===== src/rtl/brd_panel_pkg.sv =====
package brd_panel_pkg;

    // Width of the decoded byte offset
    localparam int OFFS_W = 20;
    // Character registers are spaced 2**CHAR_STRIDE_LG bytes apart
    localparam int CHAR_STRIDE_LG = 3;
    localparam logic [7:0] CHAR_SPACE = 8'h20;

    localparam logic [OFFS_W-1:0] OFF_SWITCH  = 20'h00000;
    localparam logic [OFFS_W-1:0] OFF_LED     = 20'h00020;
    localparam logic [OFFS_W-1:0] OFF_WORD    = 20'h00410;
    localparam logic [OFFS_W-1:0] OFF_CHAR0   = 20'h00418;
    localparam logic [OFFS_W-1:0] OFF_SOFTRST = 20'h00500;
    localparam logic [OFFS_W-1:0] OFF_GPOUT   = 20'h00A00;
    localparam logic [OFFS_W-1:0] OFF_I2C_IN  = 20'h00B00;
    localparam logic [OFFS_W-1:0] OFF_I2C_OE  = 20'h00B08;
    localparam logic [OFFS_W-1:0] OFF_I2C_OUT = 20'h00B10;
    localparam logic [OFFS_W-1:0] OFF_I2C_SEL = 20'h00B18;

    typedef enum logic [3:0] {
        SEL_NONE,
        SEL_SWITCH,
        SEL_LED,
        SEL_WORD,
        SEL_CHAR,
        SEL_SOFTRST,
        SEL_GPOUT,
        SEL_I2C_IN,
        SEL_I2C_OE,
        SEL_I2C_OUT,
        SEL_I2C_SEL
    } reg_sel_e;

    // Uppercase ASCII hex digit for one nibble
    function automatic logic [7:0] hex_ascii(input logic [3:0] nib);
        return (nib < 4'd10) ? (8'h30 + {4'h0, nib}) : (8'h37 + {4'h0, nib});
    endfunction

endpackage


===== src/rtl/brd_panel_decode.sv =====
module brd_panel_decode
    import brd_panel_pkg::*;
#(
    parameter int NCHAR = 8,
    parameter int IDX_W = 3
) (
    input  logic [OFFS_W-1:0] offset,
    output reg_sel_e          sel,
    output logic [IDX_W-1:0]  char_idx
);

    localparam logic [OFFS_W-1:0] CHAR_SPAN = OFFS_W'(NCHAR << CHAR_STRIDE_LG);

    logic [OFFS_W-1:0] rel;
    logic              in_char_row;

    assign rel         = offset - OFF_CHAR0;
    assign in_char_row = (offset >= OFF_CHAR0) && (rel < CHAR_SPAN)
                         && (rel[CHAR_STRIDE_LG-1:0] == '0);
    assign char_idx    = rel[CHAR_STRIDE_LG +: IDX_W];

    always_comb begin
        unique case (offset)
            OFF_SWITCH:  sel = SEL_SWITCH;
            OFF_LED:     sel = SEL_LED;
            OFF_WORD:    sel = SEL_WORD;
            OFF_SOFTRST: sel = SEL_SOFTRST;
            OFF_GPOUT:   sel = SEL_GPOUT;
            OFF_I2C_IN:  sel = SEL_I2C_IN;
            OFF_I2C_OE:  sel = SEL_I2C_OE;
            OFF_I2C_OUT: sel = SEL_I2C_OUT;
            OFF_I2C_SEL: sel = SEL_I2C_SEL;
            default:     sel = in_char_row ? SEL_CHAR : SEL_NONE;
        endcase
    end

endmodule


===== src/rtl/brd_panel_textbuf.sv =====
module brd_panel_textbuf
    import brd_panel_pkg::*;
#(
    parameter int DATA_W = 32,
    parameter int NCHAR  = 8,
    parameter int IDX_W  = 3
) (
    input  logic                 clk,
    input  logic                 rst,
    input  logic                 word_we,
    input  logic                 char_we,
    input  logic [IDX_W-1:0]     char_idx,
    input  logic [DATA_W-1:0]    wdata,
    output logic [NCHAR*8-1:0]   text_o
);

    // Character g holds nibble g counted from the most significant end
    for (genvar g = 0; g < NCHAR; g++) begin : g_char
        logic [7:0] ch_q;

        always_ff @(posedge clk) begin
            if (rst) begin
                ch_q <= CHAR_SPACE;
            end else if (word_we) begin
                ch_q <= hex_ascii(wdata[DATA_W-1-4*g -: 4]);
            end else if (char_we && (char_idx == IDX_W'(g))) begin
                ch_q <= wdata[7:0];
            end
        end

        assign text_o[8*g +: 8] = ch_q;
    end

endmodule


===== src/rtl/brd_panel_ctrl.sv =====
module brd_panel_ctrl
    import brd_panel_pkg::*;
#(
    parameter int          DATA_W    = 32,
    parameter int          LED_W     = 8,
    parameter int          GP_W      = 8,
    parameter logic [31:0] RST_MAGIC = 32'h42
) (
    input  logic              clk,
    input  logic              rst,
    input  logic              wr,
    input  reg_sel_e          sel,
    input  logic [DATA_W-1:0] wdata,
    output logic [LED_W-1:0]  led_o,
    output logic [GP_W-1:0]   gp_o,
    output logic [1:0]        oe_o,
    output logic              sel_o,
    output logic              scl_o,
    output logic              sda_o,
    output logic              chg_o,
    output logic              rst_req_o
);

    logic disp_hit;
    assign disp_hit = (sel == SEL_LED) || (sel == SEL_WORD) || (sel == SEL_CHAR);

    always_ff @(posedge clk) begin
        if (rst) begin
            led_o     <= '0;
            gp_o      <= '0;
            oe_o      <= '0;
            sel_o     <= 1'b0;
            scl_o     <= 1'b1;
            sda_o     <= 1'b1;
            chg_o     <= 1'b0;
            rst_req_o <= 1'b0;
        end else begin
            chg_o     <= wr && disp_hit;
            rst_req_o <= wr && (sel == SEL_SOFTRST) && (wdata == DATA_W'(RST_MAGIC));
            if (wr) begin
                unique case (sel)
                    SEL_LED:     led_o <= wdata[LED_W-1:0];
                    SEL_GPOUT:   gp_o  <= wdata[GP_W-1:0];
                    SEL_I2C_OE:  oe_o  <= wdata[1:0];
                    SEL_I2C_SEL: sel_o <= wdata[0];
                    SEL_I2C_OUT: begin
                        scl_o <= wdata[1];
                        sda_o <= wdata[0];
                    end
                    default: ;
                endcase
            end
        end
    end

endmodule


===== src/rtl/brd_panel_regs.sv =====
module brd_panel_regs
    import brd_panel_pkg::*;
#(
    parameter int          ADDR_W    = 32,
    parameter int          DATA_W    = 32,
    parameter int          LED_W     = 8,
    parameter int          GP_W      = 8,
    parameter logic [31:0] RST_MAGIC = 32'h42,
    localparam int         NCHAR     = DATA_W / 4,
    localparam int         IDX_W     = $clog2(NCHAR)
) (
    input  logic                clk,
    input  logic                rst,
    input  logic                bus_wr,
    input  logic                bus_rd,
    input  logic [ADDR_W-1:0]   bus_addr,
    input  logic [DATA_W-1:0]   bus_wdata,
    output logic [DATA_W-1:0]   bus_rdata,
    output logic [LED_W-1:0]    led_o,
    output logic [NCHAR*8-1:0]  disp_text_o,
    output logic                disp_chg_o,
    output logic                sys_rst_req_o,
    output logic [GP_W-1:0]     gp_out_o,
    output logic [1:0]          i2c_oe_o,
    output logic                i2c_scl_o,
    output logic                i2c_sda_o,
    output logic                i2c_sel_o,
    input  logic                i2c_sda_i
);

    reg_sel_e          sel;
    logic [IDX_W-1:0]  char_idx;
    logic [DATA_W-1:0] rd_val;
    logic              unused_addr_hi;

    assign unused_addr_hi = ^bus_addr[ADDR_W-1:OFFS_W];

    brd_panel_decode #(.NCHAR(NCHAR), .IDX_W(IDX_W)) u_decode (
        .offset   (bus_addr[OFFS_W-1:0]),
        .sel      (sel),
        .char_idx (char_idx)
    );

    brd_panel_textbuf #(.DATA_W(DATA_W), .NCHAR(NCHAR), .IDX_W(IDX_W)) u_textbuf (
        .clk      (clk),
        .rst      (rst),
        .word_we  (bus_wr && (sel == SEL_WORD)),
        .char_we  (bus_wr && (sel == SEL_CHAR)),
        .char_idx (char_idx),
        .wdata    (bus_wdata),
        .text_o   (disp_text_o)
    );

    brd_panel_ctrl #(
        .DATA_W(DATA_W), .LED_W(LED_W), .GP_W(GP_W), .RST_MAGIC(RST_MAGIC)
    ) u_ctrl (
        .clk       (clk),
        .rst       (rst),
        .wr        (bus_wr),
        .sel       (sel),
        .wdata     (bus_wdata),
        .led_o     (led_o),
        .gp_o      (gp_out_o),
        .oe_o      (i2c_oe_o),
        .sel_o     (i2c_sel_o),
        .scl_o     (i2c_scl_o),
        .sda_o     (i2c_sda_o),
        .chg_o     (disp_chg_o),
        .rst_req_o (sys_rst_req_o)
    );

    always_comb begin
        unique case (sel)
            SEL_LED:     rd_val = DATA_W'(led_o);
            SEL_GPOUT:   rd_val = DATA_W'(gp_out_o);
            SEL_I2C_IN:  rd_val = DATA_W'({i2c_scl_o, i2c_sda_i});
            SEL_I2C_OE:  rd_val = DATA_W'(i2c_oe_o);
            SEL_I2C_OUT: rd_val = DATA_W'({i2c_scl_o, i2c_sda_o});
            SEL_I2C_SEL: rd_val = DATA_W'(i2c_sel_o);
            default:     rd_val = '0;
        endcase
    end

    always_ff @(posedge clk) begin
        if (rst) begin
            bus_rdata <= '0;
        end else if (bus_rd) begin
            bus_rdata <= rd_val;
        end
    end

endmodule


===== config.mk =====
export PLATFORM = sky130hd
export DESIGN_NAME = brd_panel_regs
export DESIGN_NICKNAME = d
export VERILOG_FILES = /design/src/rtl/brd_panel_pkg.sv /design/src/rtl/brd_panel_decode.sv /design/src/rtl/brd_panel_textbuf.sv /design/src/rtl/brd_panel_ctrl.sv /design/src/rtl/brd_panel_regs.sv
export SDC_FILE = /design/constraint.sdc
export NUM_CORES = 1
export LEC_CHECK = 0
export ABC_AREA = 1
export ABC_CLOCK_PERIOD_IN_PS = 4900
export BUFFER_PORTS_ARGS = -buffer_cell sky130_fd_sc_hd__clkbuf_2
export CAP_MARGIN = 10
export CORE_ASPECT_RATIO = 1.1
export CORE_MARGIN = 2
export CORE_UTILIZATION = 52
export CTS_CLUSTER_DIAMETER = 60
export CTS_CLUSTER_SIZE = 8
export DETAILED_ROUTE_END_ITERATION = 10
export HOLD_SLACK_MARGIN = 0.05
export PLACE_DENSITY = 0.85
export SYNTH_ARGS = -nofsm -noshare
export SYNTH_HDL_FRONTEND = slang
export SYNTH_HIERARCHICAL = 1
export SYNTH_SLANG_ARGS = --single-unit

===== constraint.sdc =====
create_clock -name clk -period 4.9 [get_ports clk]
set_input_delay 0.98 -clock clk [delete_from_list [all_inputs] [get_ports clk]]
set_output_delay 0.98 -clock clk [all_outputs]
set_load 0.1 [all_outputs]

======== Word-level counts from Yosys, hierarchy flattened ========
Cells that the tools add are included.
operators by class
  eq/ne operators ......................... 25
  reduce and logical (&&, ||, !) cells .... 33
  order comparisons ....................... 10
  muxes and demuxes ....................... 27
  add/subtract/negate cells ............... 17
operators with widths
  cell                    number
  $mux 8                  24
  $add 6x4->7 const A     16
  $eq 20x12->1 const B    5
  $pmux 8 s6              1
  $eq 20x11->1 const B    2
  $pmux 4 s9              1
  $eq 32x7->1 const B     1
  $lt 4x4->1 const B      8
  $eq 20x6->1 const B     1
  $ge 20x11->1 const B    1
  $logic_not 20->1        1
  $lt 20x7->1 const B     1
  $sub 20x11->20 const B  1
  $eq 4x3->1 const B      4
  $reduce_bool 2->1       8
  $logic_and 1x1->1       15
  $eq 3x3->1 const B      4
  $eq 4x4->1 const B      3
  $reduce_and 2->1        5
  $eq 4x2->1 const B      2
  $eq 3x2->1 const B      2
  $logic_not 3->1         2
  $eq 3x1->1 const B      1
  $mux 3                  1
  $logic_or 1x1->1        2
word-level totals
  register bits after elaboration ......... 119
  output and inout port bits .............. 119
  word-level logic and storage cells ...... 129

======== Logic depth before layout (Yosys ltp) ========
  depth after elaboration ................. 11
  depth in mapped cells ................... 25
  gate-level depth less buffers ........... 24

======== Cells and area by module ========
Netlist, hierarchy kept.
by module, submodules not included
  module             times used  cells each  area each (µm²)  seq. area each (µm²)
  brd_panel_textbuf  1           579         3578.4           1281.2
  brd_panel_ctrl     1           146         1029.7           460.4
  brd_panel_decode   1           175         754.5            0.0
  brd_panel_regs     1           120         719.4            160.2

======== Least setup slack after synthesis ========
OpenSTA, ideal clock, no wires.
  kind .................................... input to register
  start ................................... input bus_addr[17]
  end ..................................... register u_textbuf.g_char[4].ch_q[6]
  path slack .............................. 1019 ps
  arrival time ............................ 3811 ps
  setup time .............................. 70 ps
  cell stages on the path ................. 13
  required time ........................... 4830 ps
  cells stage by stage .................... nor2_1 -> nand2_1 -> nor2_2 -> nand3_1 -> o41ai_1 -> nor4_1 -> nand2_4 -> inv_2 -> nand2_1 -> nand2_1 -> inv_1 -> nand2_1 -> a21oi_1
on the way
  elaborated cells on any way between the ends .. 23
RTL lines
  element                               RTL line                 text
  from (decl)                           brd_panel_regs.sv:16     input logic [ADDR_W-1:0] bus_addr,
  $eq 20x12->1 (tied with other cells)  brd_panel_decode.sv:23   unique case (offset)
  $pmux 4 s9 *                          brd_panel_decode.sv:23
  named net sel[1]                      brd_panel_regs.sv:31     reg_sel_e sel;
  $eq 4x3->1                            brd_panel_regs.sv:48     .char_we (bus_wr && (sel == SEL_CHAR)),
  $logic_and 1x1->1                     brd_panel_regs.sv:48
  $logic_and 1x1->1                     brd_panel_textbuf.sv:26  end else if (char_we && (char_idx == IDX_W'(g))) begin
  $reduce_bool 2->1 (no line)           n/a
  to (signal assigned)                  brd_panel_textbuf.sv:25  ch_q <= hex_ascii(wdata[DATA_W-1-4*g -: 4]);
  to (signal assigned)                  brd_panel_textbuf.sv:27  ch_q <= wdata[7:0];
  to (decl)                             brd_panel_textbuf.sv:19  logic [7:0] ch_q;
The timed path passes the listed nets; every way through them passes the cells marked *.
A chain may end at the register's enable or synchronous reset.

======== Worst setup path after layout ========
  start ................................... input bus_addr[3]
  end ..................................... register u_textbuf.g_char[1].ch_q[1]
on the way
  word-level cells in the longest chain between the ends .. 10
  elaborated cells on any way between the ends .. 24
RTL lines
  element                      RTL line                 text
  $sub 20x11->20               brd_panel_decode.sv:17   assign rel = offset - OFF_CHAR0;
  $lt 20x7->1                  brd_panel_decode.sv:18   assign in_char_row = (offset >= OFF_CHAR0) && (rel < CHAR_SPAN)
  $logic_and 1x1->1            brd_panel_decode.sv:18
  $logic_and 1x1->1            brd_panel_decode.sv:19   && (rel[CHAR_STRIDE_LG-1:0] == '0);
  $mux 3                       brd_panel_decode.sv:33   default: sel = in_char_row ? SEL_CHAR : SEL_NONE;
  $pmux 4 s9 *                 brd_panel_decode.sv:23
  named net sel[2]             brd_panel_regs.sv:31
  $eq 4x3->1                   brd_panel_regs.sv:48
  $logic_and 1x1->1            brd_panel_regs.sv:48
  $logic_and 1x1->1            brd_panel_textbuf.sv:26
  $reduce_bool 2->1 (no line)  n/a
  to (signal assigned)         brd_panel_textbuf.sv:25
  to (signal assigned)         brd_panel_textbuf.sv:27
  to (decl)                    brd_panel_textbuf.sv:19
Marked as above.

==> impl.org <==
** Status
- Status :: complete, no violations

** Detailed routing
- Summing over every cut layer, the via total after detailed routing is 6,862.
- Routed WL per cell :: 13.2 um
- Remaining number of nets flagged by the antenna check after routing :: 0
- After the first detailed-routing iteration, the DRC count stood at 457.
- For this block, the routed nets add up to 17.4 mm of wire.
- Dividing the detail-routed via count by the number of cells gives 5.19.
- For this run, the detailed router's first-pass iteration total came to 5.
- After detailed routing, the number of remaining DRC violations is 0.

** Worst hold path
- Type of the tightest min-delay check :: register to register
- End point of the most critical hold path :: u_textbuf/g_char[7].ch_q[7]$_SDFFE_PP0P_
- Counting instances, the worst hold path has a depth of 2.
- The worst hold path begins at u_textbuf/g_char[7].ch_q[7]$_SDFFE_PP0P_.

** Floorplan
- After floorplanning, the core was sized to cover 11,400 um^2.
- Effective utilization at floorplan :: 53.2%
- The floorplan step defined a die boundary enclosing 12,600 um^2.
- In this run the core area contains 41 standard-cell rows.
- 188 I/O pins were placed.
- The die is 107 um wide.
- Floorplan die height :: 117 um

** Power and ir drop
- Ratio of total power to cell area :: 246 nW/um^2
- Lkg Pwr :: 3.74 nW
- The worst-case IR drop observed on VDD is 0.166 mV.

** Synthesis
- Yosys mapped the design onto 34 distinct sky130hd cell types.
- After synthesis the netlist holds a flip-flop and latch count of 95.
- Of all flip-flops after synthesis, the portion carrying an async set or reset was 0%.
- Yosys synthesis warning count :: 6
- By area the synthesized netlist is led by sky130_fd_sc_hd__dfxtp_1 31%, sky130_fd_sc_hd__nand2_1 19%, sky130_fd_sc_hd__nor2_1 11%, sky130_fd_sc_hd__nand3_1 7.9%, sky130_fd_sc_hd__inv_1 5.9%.
- The most used flip-flop cell after synthesis is sky130_fd_sc_hd__dfxtp_1.
- Of the post-synthesis cell area, the dominant cell type holds 31.3%.
- The synthesized design contains 0 enable-type register cells.
- Per-instance average area after synthesis :: 5.96 um^2
- Cell area after synthesis :: 6080 um^2
- sky130_fd_sc_hd__dfxtp_1 takes more of the synthesized area than any other cell.
- After synthesis, flip-flops and latches occupy 31.3% of the total area.
- Synth Instances :: 1,020

** STA
- Period utilization :: 76.5%
- In the final timing run, aggregate negative setup slack is 0 ps.
- Slew headroom :: 42.0%
- Top achievable clock speed :: 267 MHz
- Setup repair after global routing missed its margin :: no
- Transition time of the tightest slew-check pin :: 870 ps
- Setup violations remaining at the end of the flow were counted as 0.
- Final Skew :: 1.89 ps
- The total count of max-transition violations in the final report was 0.
- Worst Hold Slack :: 460 ps
- The final number of hold-violating endpoints was 0.
- Post-layout min period :: 3750 ps

** CTS
- After clock tree synthesis, the clock-pin slew on the worst setup and hold paths is 70 ps.
- Cts-stage hold buffer count :: 0
- Master cell of the clock root buffer :: sky130_fd_sc_hd__clkbuf_16
- Post_cts resized :: 0
- Sinks on Clock Net :: 95
- Total CTS buffers :: 9
- Setup fix buffers added after clock tree synthesis :: 0
- TritonCTS built the clock tree.
- CTS built an H-tree with a depth of 3.
- Later-pin clock latency in the skew report :: 340 ps
- No sink is reached through more buffers than the 2 on the longest clock path.

** Worst setup path
- CP arrival :: 4030 ps
- Crit Path Max Fanout :: 24
- The setup check on the worst reg-to-reg path leaves a slack of 4050 ps.
- CP Capture Type :: register
- Reg2reg end :: bus_rdata[0]$_SDFFE_PP0P_
- Critical path launch point type :: input pin
- Category of the most critical setup path :: input pin to register
- Number of cells on the worst reg-to-reg path :: 6
- The worst register-to-register path begins at u_ctrl/led_o[0]$_SDFFE_PP0P_.
- STA puts the critical path data required time at 5180 ps.

** Global route
- Most heavily used metal layer in global routing :: met2
- Remaining Overflow, GRT :: 0
- GR Util met3 :: 5.56%
- The initial antenna violation count was 0.
- Met1 track demand over resource in global routing :: 34.6%
- Maximum number of pins on one net before global-route repair :: 54
- Vias in the first global route :: 6,173
- The first global-routing pass estimated 28.2 mm of wire.
- Met2 track demand over resource :: 46.0%
- In the global route stage, overall resource usage came out at 27.2%.

** Finish
- Area occupied by multi-input gates :: 3600 um^2
- Net count reported at finish :: 1,244
- The repair_antennas step left the layout with diodes totalling 0.
- Most frequent cells in the layout :: 305 x sky130_fd_sc_hd__nand2_1, 173 x sky130_fd_sc_hd__nor2_1, 151 x sky130_fd_sc_hd__clkbuf_2
- Footprint of the flip-flops and latches :: 1900 um^2
- Number of inserted filler cells in the final layout :: 1,159
- Most common cell after layout, fill and taps aside :: sky130_fd_sc_hd__nand2_1
- Final Util :: 62.9%
- Growth of design area from synthesis to finish :: 18.3%
- Share of post-route cells with drive strength above 1 :: 18.5%

** Placement
- After legalization and detailed placement, the total HPWL measured 12.8 mm.
- Routability Congestion :: 0.906
- During placement, the flow inserted port buffers numbering 151.

** Job
- Max-cap violations :: 0
-- kinds of logic (layout without fill, tap and decap cells) --
kind of cell    count (synthesis)  after routing  share of synthesized area, %
simple gates                  637            637                          44.4
buf+inv                       149            277                          11.2
compound gates                128            128                          11.0
flops                          95             95                          31.3
fa+ha+maj                       9              9                          1.85
other cells                     1             24                        0.0617
xor+xnor                        1              1                         0.144
-- sequential cells by signal, indices dropped and copies added (netlist names), 2 cells and up --
signal                 count
u_ctrl/led_o               8
bus_rdata                  8
u_ctrl/gp_o                8
u_ctrl/oe_o                2
u_textbuf/g_char.ch_q     64
-- worst max path at each step --
stage,depth (start not counted),slack (ps),to,start
after floorplan,13,1020,u_textbuf/g_char[4].ch_q[6]$_SDFFE_PP0P_,bus_addr[17]
after global placement,23,910,u_textbuf/g_char[4].ch_q[2]$_SDFFE_PP0P_,bus_addr[3]
after detailed placement,23,870,u_textbuf/g_char[4].ch_q[2]$_SDFFE_PP0P_,bus_addr[3]
after CTS,22,1150,u_textbuf/g_char[1].ch_q[1]$_SDFFE_PP0P_,bus_addr[3]
after global routing,23,880,u_textbuf/g_char[4].ch_q[2]$_SDFFE_PP0P_,bus_addr[3]
final,22,1150,u_textbuf/g_char[1].ch_q[1]$_SDFFE_PP0P_,bus_addr[3]
-- worst max-delay path, cell delays in order --
cell	delay, ps
sky130_fd_sc_hd__clkbuf_2	130
sky130_fd_sc_hd__ha_1	250
sky130_fd_sc_hd__inv_1	140
sky130_fd_sc_hd__nand2_2	90
sky130_fd_sc_hd__nor2_1	160
sky130_fd_sc_hd__nand2_1	90
sky130_fd_sc_hd__nand3_1	70
sky130_fd_sc_hd__nand2_1	60
sky130_fd_sc_hd__nor2_1	110
sky130_fd_sc_hd__nand2_1	60
sky130_fd_sc_hd__nor2_1	100
sky130_fd_sc_hd__nand2_1	60
sky130_fd_sc_hd__nand2_1	200
sky130_fd_sc_hd__inv_2	60
sky130_fd_sc_hd__nand2_1	140
sky130_fd_sc_hd__nor3_2	80
sky130_fd_sc_hd__buf_4	220
sky130_fd_sc_hd__nor2_1	640
sky130_fd_sc_hd__nand2_1	160
sky130_fd_sc_hd__nand2_1	110
sky130_fd_sc_hd__nor2_1	50
sky130_fd_sc_hd__nor2_1	80
-- power by group --
group          internal, W   switching (W)
registers         0.000771  0.000000000936
clock network     0.000429        0.000320
logic            0.0000516        0.000201
-- cell type report --
class	instances	share of cell area [%]
inverters	103	5.37
clock inverters	5	0.852
multi-input cells	799	50.0
flip-flops and latches	95	26.4
well taps	150	2.61
clock buffers	11	3.51
repair buffers	158	11.2
-- synthesized netlist by cell type (2+ instances only) --
| cell type | number |
|---|---|
| sky130_fd_sc_hd__nor2_4 | 8 |
| sky130_fd_sc_hd__o211ai_1 | 8 |
| sky130_fd_sc_hd__o21ai_1 | 2 |
| sky130_fd_sc_hd__or2_2 | 2 |
| sky130_fd_sc_hd__o21ai_0 | 52 |
| sky130_fd_sc_hd__nor2_1 | 173 |
| sky130_fd_sc_hd__buf_2 | 8 |
| sky130_fd_sc_hd__nor2_2 | 14 |
| sky130_fd_sc_hd__buf_1 | 2 |
| sky130_fd_sc_hd__nand4_1 | 3 |
| sky130_fd_sc_hd__ha_1 | 9 |
| sky130_fd_sc_hd__nand3_1 | 96 |
| sky130_fd_sc_hd__buf_4 | 28 |
| sky130_fd_sc_hd__inv_1 | 96 |
| sky130_fd_sc_hd__inv_2 | 6 |
| sky130_fd_sc_hd__clkbuf_1 | 7 |
| sky130_fd_sc_hd__nor3_1 | 23 |
| sky130_fd_sc_hd__nand2_1 | 305 |
| sky130_fd_sc_hd__dfxtp_1 | 95 |
| sky130_fd_sc_hd__nand2_2 | 8 |
| sky130_fd_sc_hd__a21oi_1 | 62 |
-- layer usage --
| metal | vias up | part of all wire (%) |
|---|---|---|
| met5 | - | 0 |
| met4 | 0 | 1.9 |
| met1 | 3068 | 43 |
| li1 | 3511 | - |
| met3 | 28 | 7.4 |
| met2 | 255 | 48 |
-- metrics by stage --
step	instance area [um^2]	setup WS [ps]	std cells	power, W
after floorplan	6170	1020	1043	0.000984
after global placement	6880	907	1305	0.00104
after detailed placement	6880	872	1305	0.00104
after CTS	7200	1150	1321	0.00178
after global routing	7200	884	1321	0.00184
final	7200	1150	1321	0.00177
No activity file was read; power rests on OpenSTA's default activity.
